`config.mk`:
```
export PLATFORM = sky130hd
export DESIGN_NAME = hpd_irq_ctrl
export DESIGN_NICKNAME = d
export VERILOG_FILES = /design/src/rtl/hpd_irq_ctrl.sv
export SDC_FILE = /design/constraint.sdc
export NUM_CORES = 1
export LEC_CHECK = 0
export BUFFER_PORTS_ARGS = -buffer_cell sky130_fd_sc_hd__buf_2
export CORE_MARGIN = 3
export CORE_UTILIZATION = 56
export CTS_BUF_LIST = sky130_fd_sc_hd__clkbuf_4
export CTS_CLUSTER_DIAMETER = 200
export DETAILED_ROUTE_END_ITERATION = 16
export HOLD_SLACK_MARGIN = 0.06
export PLACE_DENSITY = 0.95
export REMOVE_ABC_BUFFERS = 1
export SETUP_SLACK_MARGIN = 0.02
export SYNTH_ARGS = -nofsm -noshare
export SYNTH_HDL_FRONTEND = slang
export SYNTH_SLANG_ARGS = --single-unit
export TNS_END_PERCENT = 50
```
`constraint.sdc`:
```
create_clock -name clk -period 5.09 [get_ports clk]
set_clock_uncertainty 0.2 [all_clocks]
set_input_delay 1.018 -clock clk [delete_from_list [all_inputs] [get_ports clk]]
set_output_delay 1.018 -clock clk [all_outputs]
set_load 0.02 [all_outputs]
```
`src/rtl/hpd_irq_ctrl.sv`:
```
module hpd_irq_ctrl #(
  parameter int DW = 32,
  parameter int AW = 3,
  parameter int PW = 4,
  parameter int SW = 8,
  parameter logic [PW-1:0] PRESC_RST = 4'hA,
  parameter logic [SW-1:0] STAB_RST  = 8'hA0
) (
  input  logic          clk,
  input  logic          rst_n,
  input  logic          hpd_in,
  input  logic          core_irq_in,
  input  logic          reg_en,
  input  logic          reg_wr,
  input  logic [AW-1:0] reg_addr,
  input  logic [DW-1:0] reg_wdata,
  output logic [DW-1:0] reg_rdata,
  output logic          irq_out
);
  localparam int PRESC_LSB = 12;
  localparam logic [AW-1:0] A_STAT = AW'(0);
  localparam logic [AW-1:0] A_CLR  = AW'(1);
  localparam logic [AW-1:0] A_MASK = AW'(2);
  localparam logic [AW-1:0] A_FILT = AW'(3);
  localparam logic [AW-1:0] A_LVL  = AW'(4);

  logic [1:0]    sync;
  logic [PW-1:0] presc_cfg, pcnt;
  logic [SW-1:0] stab_cfg, stab;
  logic          level;
  logic [2:0]    stat, mask;

  wire hpd_s = sync[1];
  wire tick  = (pcnt >= presc_cfg);
  wire [SW:0] limit = (stab_cfg == '0) ? (SW+1)'(1) : {1'b0, stab_cfg};
  wire flip    = tick && (hpd_s != level) && (({1'b0, stab} + 1'b1) >= limit);
  wire rise_ev = flip && hpd_s;
  wire fall_ev = flip && !hpd_s;
  wire wr      = reg_en && reg_wr;
  wire [2:0] clr = (wr && reg_addr == A_CLR) ? reg_wdata[2:0] : 3'b000;

  always_ff @(posedge clk or negedge rst_n)
    if (!rst_n) sync <= 2'b00;
    else        sync <= {sync[0], hpd_in};

  always_ff @(posedge clk or negedge rst_n)
    if (!rst_n)     pcnt <= '0;
    else if (tick)  pcnt <= '0;
    else            pcnt <= pcnt + 1'b1;

  always_ff @(posedge clk or negedge rst_n)
    if (!rst_n) begin
      stab  <= '0;
      level <= 1'b0;
    end else if (hpd_s == level) begin
      stab <= '0;
    end else if (flip) begin
      stab  <= '0;
      level <= hpd_s;
    end else if (tick) begin
      stab <= stab + 1'b1;
    end

  always_ff @(posedge clk or negedge rst_n)
    if (!rst_n) stat <= 3'b000;
    else        stat <= (stat & ~clr) | {fall_ev, rise_ev, core_irq_in};

  always_ff @(posedge clk or negedge rst_n)
    if (!rst_n) begin
      mask      <= 3'b000;
      presc_cfg <= PRESC_RST;
      stab_cfg  <= STAB_RST;
    end else if (wr) begin
      if (reg_addr == A_MASK) mask <= reg_wdata[2:0];
      if (reg_addr == A_FILT) begin
        presc_cfg <= reg_wdata[PRESC_LSB +: PW];
        stab_cfg  <= reg_wdata[SW-1:0];
      end
    end

  always_comb begin
    reg_rdata = '0;
    case (reg_addr)
      A_STAT: reg_rdata[2:0] = stat;
      A_MASK: reg_rdata[2:0] = mask;
      A_FILT: begin
        reg_rdata[PRESC_LSB +: PW] = presc_cfg;
        reg_rdata[SW-1:0]          = stab_cfg;
      end
      A_LVL:  reg_rdata[0] = level;
      default: reg_rdata = '0;
    endcase
  end

  assign irq_out = |(stat & mask);


  level_tick_chk: assert property (@(posedge clk) disable iff (!rst_n)
    (level != $past(level)) |-> ($past(tick) && level == $past(hpd_s)));


  rise_sets_chk: assert property (@(posedge clk) disable iff (!rst_n)
    $rose(level) |-> stat[1]);


  core_set_chk: assert property (@(posedge clk) disable iff (!rst_n)
    core_irq_in |=> stat[0]);


  clear_rise_chk: assert property (@(posedge clk) disable iff (!rst_n)
    (wr && reg_addr == A_CLR && reg_wdata[1] && !rise_ev) |=> !stat[1]);


  mask_off_chk: assert property (@(posedge clk) disable iff (!rst_n)
    (mask == 3'b000) |-> !irq_out);
endmodule

```
== After elaboration in Yosys (flattened, before gate mapping) ==
Cells that the tools add are included.
Storage, ports and cells
  register bits: 33
  bits in latches: 0
  memory bits (writable): 0
  bits in read-only memories: 0
  memories kept: 0
Operators by class
  $add $sub $neg: 3
  multiply operators: 0
  divide/modulo/power cells: 0
  order comparisons: 2
  equal/unequal tests: 6
  shift-type cells: 0
  mux-type cells: 10
  bitwise operators: 5
  reductions and logical operators: 14
Operator list (number)
  $mux 8: 4
  $add 8x1->9 const B: 1
  $ge 9x8->1: 1
  $add 8x1->8 const B: 1
  $logic_not 8->1: 1
  $mux 4: 2
  $and 3x3->3: 2
  $eq 3x2->1 const B: 2
  $logic_and 1x1->1: 6
  $pmux 2 s3: 1
  $reduce_and 2->1: 3
  $mux 5: 1
  $add 4x1->4 const B: 1
  $ge 4x4->1: 1
  $pmux 1 s4: 1
  $eq 3x1->1 const B: 1
  $eq 3x3->1 const B: 1
  $logic_not 3->1: 1
  $mux 3: 1
  $not 3->3: 1
  $or 3x3->3: 1
  $reduce_bool 3->1: 1
  $reduce_or 3->1: 1
  $eq 1x1->1: 1
  other kinds (3): 3

== Depth between registers and ports, before layout ==
Gate-level depths: netlist of the first run.
  depth after elaboration: 6
  mapped depth: 11

== Least setup slack after synthesis of the first run ==
No wires, ideal clock.
  path kind: input to output
  start: in reg_addr[1]
  end: out reg_rdata[12]
  data arrival time: 2.017 ns
  data required time: 3.872 ns
  setup slack: 1.855 ns
  stages: 4
  path buffers: 2
  cell sequence: buf_2 > nand2_1 > clkbuf_1 > nor3b_1
Between the ends
  cells in the longest elaborated chain, start to end: 2
RTL lines
  start, declared: RTL line 15  | input logic [AW-1:0] reg_addr,
  $eq 3x2->1: RTL line 83  | case (reg_addr)
  $mux 4: RTL line 83
  end, declared: RTL line 17  | output logic [DW-1:0] reg_rdata,
Every way passes these cells.

== Worst setup path in the final report of the first run ==
  start: in reg_addr[1]
  end: out reg_rdata[2]
Between the ends
  cells in the longest elaborated chain, start to end: 2
  elaborated cells on any way between the ends: 4
  classes of those cells: 2 x eq/ne; 1 x mux; 1 x reduce/logical
RTL lines (RTL line)
  $eq 3x2->1 or $logic_not 3->1 (tied branches): 83
  $pmux 2 s3 *: 83
Mark *: on every way between the ends. The rest lies on a longest branch, timed or not.

==> results of run 1 <==
stage by stage:
step           setup slack (ps)  area, µm²  std cells  hold slack, ps
2_1_floorplan              2090       1980        214             131
3_3_place_gp               1880       2210        294             132
3_5_place_dp               1840       2210        294             141
4_1_cts                    1830       2260        302             162
5_1_grt                    1750       2260        302             182
6_report                   1840       2260        302             158
synth_stat cells, types with 6 or more instances:
library cell / count / area, µm²
nor2_1: 11 / 41.3
inv_1: 14 / 52.6
buf_4: 20 / 150
nand2_1: 28 / 105
dfrtp_1: 29 / 726
ha_1: 14 / 175
mux2_2: 6 / 67.6
o21ai_0: 7 / 35.0
nor3_1: 10 / 50.1
nand4_1: 8 / 50.1
a21oi_1: 10 / 50.1
worst max-delay path: stages:
cell     delay [ps]
buf_2           160
nand2_1         280
o22a_1          290
nor2_1          100
buf_2           180
placed cells by master, fill, tap and decap left out, types with 5 or more instances in the layout:
| cell type | count |
|---|---|
| nand4_1 | 8 |
| a21oi_1 | 10 |
| nor3_1 | 10 |
| dfrtp_1 | 29 |
| clkbuf_4 | 7 |
| buf_2 | 33 |
| nand2_1 | 28 |
| nor2_1 | 11 |
| inv_1 | 14 |
| o21ai_0 | 7 |
| conb_1 | 20 |
| ha_1 | 14 |
| mux2_2 | 6 |
| nand3_1 | 5 |
worst min path at each step:
stage / endpoint / depth (start not counted) / from / slack [ps]
after floorplan: sync[1]$_DFF_PN0_ / 0 / sync[0]$_DFF_PN0_ / 130
after global placement: sync[1]$_DFF_PN0_ / 0 / sync[0]$_DFF_PN0_ / 130
after detailed placement: sync[1]$_DFF_PN0_ / 0 / sync[0]$_DFF_PN0_ / 140
after CTS: sync[1]$_DFF_PN0_ / 0 / sync[0]$_DFF_PN0_ / 160
after global routing: sync[1]$_DFF_PN0_ / 0 / sync[0]$_DFF_PN0_ / 180
final: sync[1]$_DFF_PN0_ / 0 / sync[0]$_DFF_PN0_ / 160
sequential cells by signal (all words and copies together) (netlist names):
register / count
stat: 3
pcnt: 4
presc_cfg: 4
sync: 2
stab: 8
mask: 3
stab_cfg: 8
level: 1
area by class of cell:
| type | count | area [µm²] | area share [%] |
|---|---|---|---|
| clock buffers | 7 | 52.6 | 2.32 |
| well taps | 46 | 57.6 | 2.54 |
| clock inverters | 1 | 3.75 | 0.166 |
| multi-input cells | 167 | 1090 | 48.3 |
| flip-flops and latches | 33 | 831 | 36.7 |
| repair buffers | 34 | 173 | 7.62 |
| inverters | 14 | 52.6 | 2.32 |
routing by layer:
metal,vias up,share of wire [%]
li1,814,-
met1,760,44
met2,57,48
met3,7,6.4
met4,0,1.5
met5,-,0
power breakdown:
group / internal (µW) / total [µW] / switching (µW) / leakage, µW
Clock: 63.7 / 143 / 79.1 / 0.0000338
Combinational: 113 / 304 / 190 / 0.000639
Sequential: 323 / 366 / 42.7 / 0.000411
logic make-up (layout without fill, tap and decap cells):
kind of cell | count (synthesis) | after routing
buffers and inverters | 45 | 56
flip-flops | 33 | 33
AND/OR/NAND/NOR | 78 | 78
multiplexers | 10 | 10
other | 1 | 20
adder cells (fa/ha/maj) | 14 | 14
XOR/XNOR | 8 | 8
AO/OA/AOI/OAI | 37 | 37
==> metrics.md, run 1 <==
| Metric | Value |
|---|---|
| Clock Sinks | 33 |
| Die Footprint | 4540 µm² |
| Met1 usage | 23.8% |
| Pre-Repair DR Iteration Count | 4 |
| Fill cell count | 257 |
| Status | complete, no violations |
| Vias per cell | 5.42 |
| Pwr dens | 359 nW/µm² |
| Die height | 67.4 µm |
| Routing usage on met2 | 31.9% |
| R2R setup slack | 2140 ps |
| Netlist cell types | 46 |
| Netlist Area Pre-Place | 2110 µm² |
| CTS tree | built |
| Worst min-delay path class | flip-flop to flip-flop |
| Core Region | 3490 µm² |
| Adder-Cell Fraction of Synth Area | 8.29% |
| FP Rows | 21 |
| First-iteration detailed-routing DRC count | 141 |
| RR Endpoint | level$_DFFE_PN0P_ |
| Post-layout util | 64.8% |
| Main synth FF type | dfrtp_1 |
| Final RePlAce weighted congestion | 0.885 |
| Ys async rst share | 100% |
| Endpoints failing setup | 0 |
| Xor/xnor share of the synthesized area | 3.32% |
| Leak | 0.00108 µW |
| Synth Area per Inst | 9.35 µm² |
| Reg-to-reg startpoint | stab[0]$_DFFE_PN0P_ |
| Pwr Total | 812 µW |
| Die X | 67.4 µm |
| CP Capture Type | output pin |
| DRC | 0 |
| Mux share of post-synthesis cell area | 5.15% |
| Antenna violations before repair | 0 |
| Area growth, synth to finish | 7.23% |
| Insertion delay to the later sink of the worst-skew pair | 330 ps |
| Post-route minimum period | 3250 ps |
| Post-CTS setup buffers | 0 |
| Final hold violation count | 0 |
| I/O Pins | 74 |
| Met3 usage | 5.49% |
| DP HPWL | 3060 µm |
| CP startpoint | reg_addr[1] |
| ANT nets after route | 0 |
| Largest family of logic cells by synthesized area | simple AND/OR/NAND/NOR gates |
| Critical path class | input pin to output pin |
| CTS H-tree lvls | 2 |
| Tcrit/Tclk final | 63.9% |
| Share of post-route cells with drive strength above 1 | 22.7% |
| Root buf cell | clkbuf_4 |
| Arr. time, crit path | 2030 ps |
| Sequential share of the synthesized area | 39.3% |
| Setup TNS | 0 ps |
| RSZ-0062 raised after global routing | no |
| Max-Cap Viols | 0 |
| Vias in the first global route | 1467 |
| Mapped Cells | 226 |
| Via count | 1638 |
| I/O Buffers | 33 |
| Least-Margin Pin Slew | 899 ps |
| Most Crowded Layer GR | met2 |
| #FFs+latches synth | 33 |
| Grt total ovfl | 0 |
| Resize count post-CTS | 0 |
| Fmax | 0.308 GHz |
| CP Max Fanout | 12 |
| Clock Pin Slew Worst Setup and Hold Paths | 90 ps |
| Synth Warn # | 0 |
| GRT Total Usage | 19.1% |
| Post-Route WL | 4040 µm |
| First-pass GRT wire length | 6470 µm |
| Cts bufs inserted | 5 |
| Max-slew headroom | 39.7% |
| Routed len/inst | 13.4 µm |
| EDFF count, synth | 0 |
| CTS max path bufs | 2 |
| Worst Reg-to-Reg Cells | 9 |
| Crit path to | reg_rdata[2] |
| Req. time, crit path | 3870 ps |
| Initial Utilization | 60.4% |
| Simple-Gate Fraction of Synth Area | 19.0% |
| Final Net Count | 310 |
| Final slew viol count | 0 |
| Compound-cell area share of the yosys netlist | 12.5% |
| Hold Buf Count CTS | 0 |
| CP Launch Type | input pin |
| Largest net degree at the start of global routing | 34 |
| Final antenna diode count | 0 |
| Peak supply drop | 0.000132 V |
Note: power is estimated with default switching activity, not from simulation.
==> inputs of run 2 (changes only) <==
- CORE_UTILIZATION: 56 -> 52
- PLACE_DENSITY: 0.95 -> 0.92
- clock period: 5.09 -> 3.25 ns (I/O delays scaled with it)
==> metrics.md, run 2 (synthesis gave the netlist of run 1 again) <==
| Metric | Value |
|---|---|
| Final slew viol count | 0 (unchanged) |
| Most common cell after layout, fill and taps aside | buf_2 |
| CTS tree | built |
| Area growth, synth to finish | 7.05% |
| Largest net degree at the start of global routing | 34 (unchanged) |
| Fin cells | 304 (+0.66%) |
| Die X | 69.7 µm (+3.4%) |
| CTS max path bufs | 2 (unchanged) |
| Clock Sinks | 33 (unchanged) |
| FP Rows | 22 (+4.8%) |
| Post-route minimum period | 3020 ps |
| ANT nets after route | 0 (unchanged) |
| I/O Pins | 74 (unchanged) |
| Share of post-route cells with drive strength above 1 | 22.3% (-0.39 points) |
| Cts bufs inserted | 5 (unchanged) |
| GRT Total Usage | 19.3% (+0.23 points) |
| Least-Margin Pin Slew | 811 ps (-87.8 ps) |
| Vias per cell | 5.64 (+4.0%) |
| Final RePlAce weighted congestion | 0.819 (-7.5%) |
| Status | complete, no violations |
| Crit-path slowest cell | dfrtp_1 |
| Endpoints failing setup | 0 (unchanged) |
| Final hold violation count | 0 (unchanged) |
| Core Region | 3800 µm² (+8.7%) |
| Pwr Total | 1260 µW (+55%) |
| CP Max Fanout | 11 (-1) |
| Final antenna diode count | 0 (unchanged) |
| Tcrit/Tclk final | 92.9% |
| CP Launch Type | flip-flop |
| Die height | 69.7 µm (+3.4%) |
| Pre-Repair DR Iteration Count | 5 (+1) |
| Initial Utilization | 55.6% (-4.8 points) |
| Via count | 1715 (+4.7%) |
| First-iteration detailed-routing DRC count | 118 (-16%) |
| Max-slew headroom | 45.6% (+5.9 points) |
| Final Net Count | 310 (unchanged) |
| Post-CTS setup buffers | 0 (unchanged) |
| Most frequent cell on the critical path | ha_1 |
| I/O Buffers | 33 (unchanged) |
| Fill cell count | 305 (+19%) |
| CP Capture Type | flip-flop |
| Inst Count DP | 296 (+0.68%) |
| Post-Route WL | 4420 µm (+9.2%) |
| DRC | 0 (unchanged) |
| Hold Buf Count CTS | 0 (unchanged) |
| Resize count post-CTS | 0 (unchanged) |
| Post-route setup slack | 230 ps (-1610 ps) |
| Setup TNS | 0 ps (unchanged) |
| Critical-path cell list | ha_1 > and3_1 > nand3_1 > xnor2_1 > ha_1 > a21oi_1 > o221ai_2 > a31oi_4 > a21oi_4 > mux2_1 |
| Max-Cap Viols | 0 (unchanged) |
| Insertion delay to the later sink of the worst-skew pair | 330 ps (about the same) |
| Antenna violations before repair | 0 (unchanged) |
| Root buf cell | clkbuf_4 |
| CTS H-tree lvls | 2 (unchanged) |
| Clock Pin Slew Worst Setup and Hold Paths | 100 ps (about the same) |
| Design Area, Final | 2260 µm² (-0.17%) |
| Grt total ovfl | 0 (unchanged) |
| Commonest non-fill, non-tap cells in the layout | 33 x buf_2, 29 x dfrtp_1, 28 x nand2_1 |
| Leak | 0.00108 µW (-0.34%) |
| Die Footprint | 4860 µm² (+7.0%) |
| Biggest registers after layout | stab x8, stab_cfg x8 |
| Critical path class | flip-flop to flip-flop |
| Fmax | 0.331 GHz |
| Req. time, crit path | 3270 ps (-600 ps) |
| Peak supply drop | 0.000203 V (+54%) |
| Worst min-delay path class | input pin to asynchronous set/reset pin |
| RSZ-0062 raised after global routing | no |
| Pwr dens | 557 nW/µm² (+55%) |
| First-pass GRT wire length | 7650 µm (+18%) |
| Slowest stage delay, CP | 440 ps (+150 ps) |
| Placed Area | 2210 µm² (+0.11%) |
| Vias in the first global route | 1681 (+15%) |
| Post-Place Setup Slack | 265 ps (-1580 ps) |
| DP HPWL | 3330 µm (+8.7%) |
| Routed len/inst | 14.5 µm (+8.5%) |
| Arr. time, crit path | 3040 ps (+1010 ps) |
## run 2: changes by cell type in the layout (fill, tap and decap cells not counted), sizes merged
cell    delta
clkinv     +2
clkbuf     -2
## run 2: stage by stage
step | hold slack, ps | util, %
after floorplan | 131 | -
after global routing | 165 | 59.5
after global placement | 134 | 58.2
after detailed placement | 137 | 58.2
after CTS | 160 | 59.5
final | 157 | 59.5
## run 2: where the power goes
part           internal (µW)  switching, µW  leakage (µW)
sequential               506           66.3      0.000411
combinational            178            294      0.000639
clock                   78.1            138     0.0000300
total                    762            498       0.00108
## run 2: final timing paths
kind | to | slack [ps] | cells after the start | from
max reg2reg | level$_DFFE_PN0P_ | 230 | 10 | stab[0]$_DFFE_PN0P_
max in group asynchronous | pcnt[0]$_DFF_PN0_ | 2230 | 1 | rst_n
max | level$_DFFE_PN0P_ | 230 | 10 | stab[0]$_DFFE_PN0P_
min reg2reg | sync[1]$_DFF_PN0_ | 160 | 0 | sync[0]$_DFF_PN0_
min in group clk | sync[1]$_DFF_PN0_ | 160 | 0 | sync[0]$_DFF_PN0_
min | mask[0]$_DFFE_PN0P_ | 160 | 1 | rst_n
## run 2: cell type report
class | count | area [µm²] | area share, %
multi-input cells | 167 | 1090 | 48.4
flip-flops and latches | 33 | 831 | 36.7
repair buffers | 34 | 173 | 7.64
well taps | 48 | 60.1 | 2.66
inverters | 14 | 52.6 | 2.32
clock buffers | 5 | 37.5 | 1.66
clock inverters | 3 | 12.5 | 0.553
## run 2: routing by layer
layer / global-route usage (%) / part of all wire (%) / vias up
met4: 11.7 / 4.8 / 0
met3: 3.77 / 5.9 / 21
met1: 23.3 / 42 / 813
met5: 0 / 0 / -
met2: 31.8 / 47 / 73
li1: - / - / 808
## run 2: critical path: cells and delay by family (launching register included)
family | cells | cell delay [ps]
muxes | 1 | 320
AOI/OAI and AO/OA | 4 | 840
DFF | 1 | 440
adders and majority gates | 2 | 580
and+or+nand+nor | 2 | 350
xor gates and xnor gates | 1 | 170
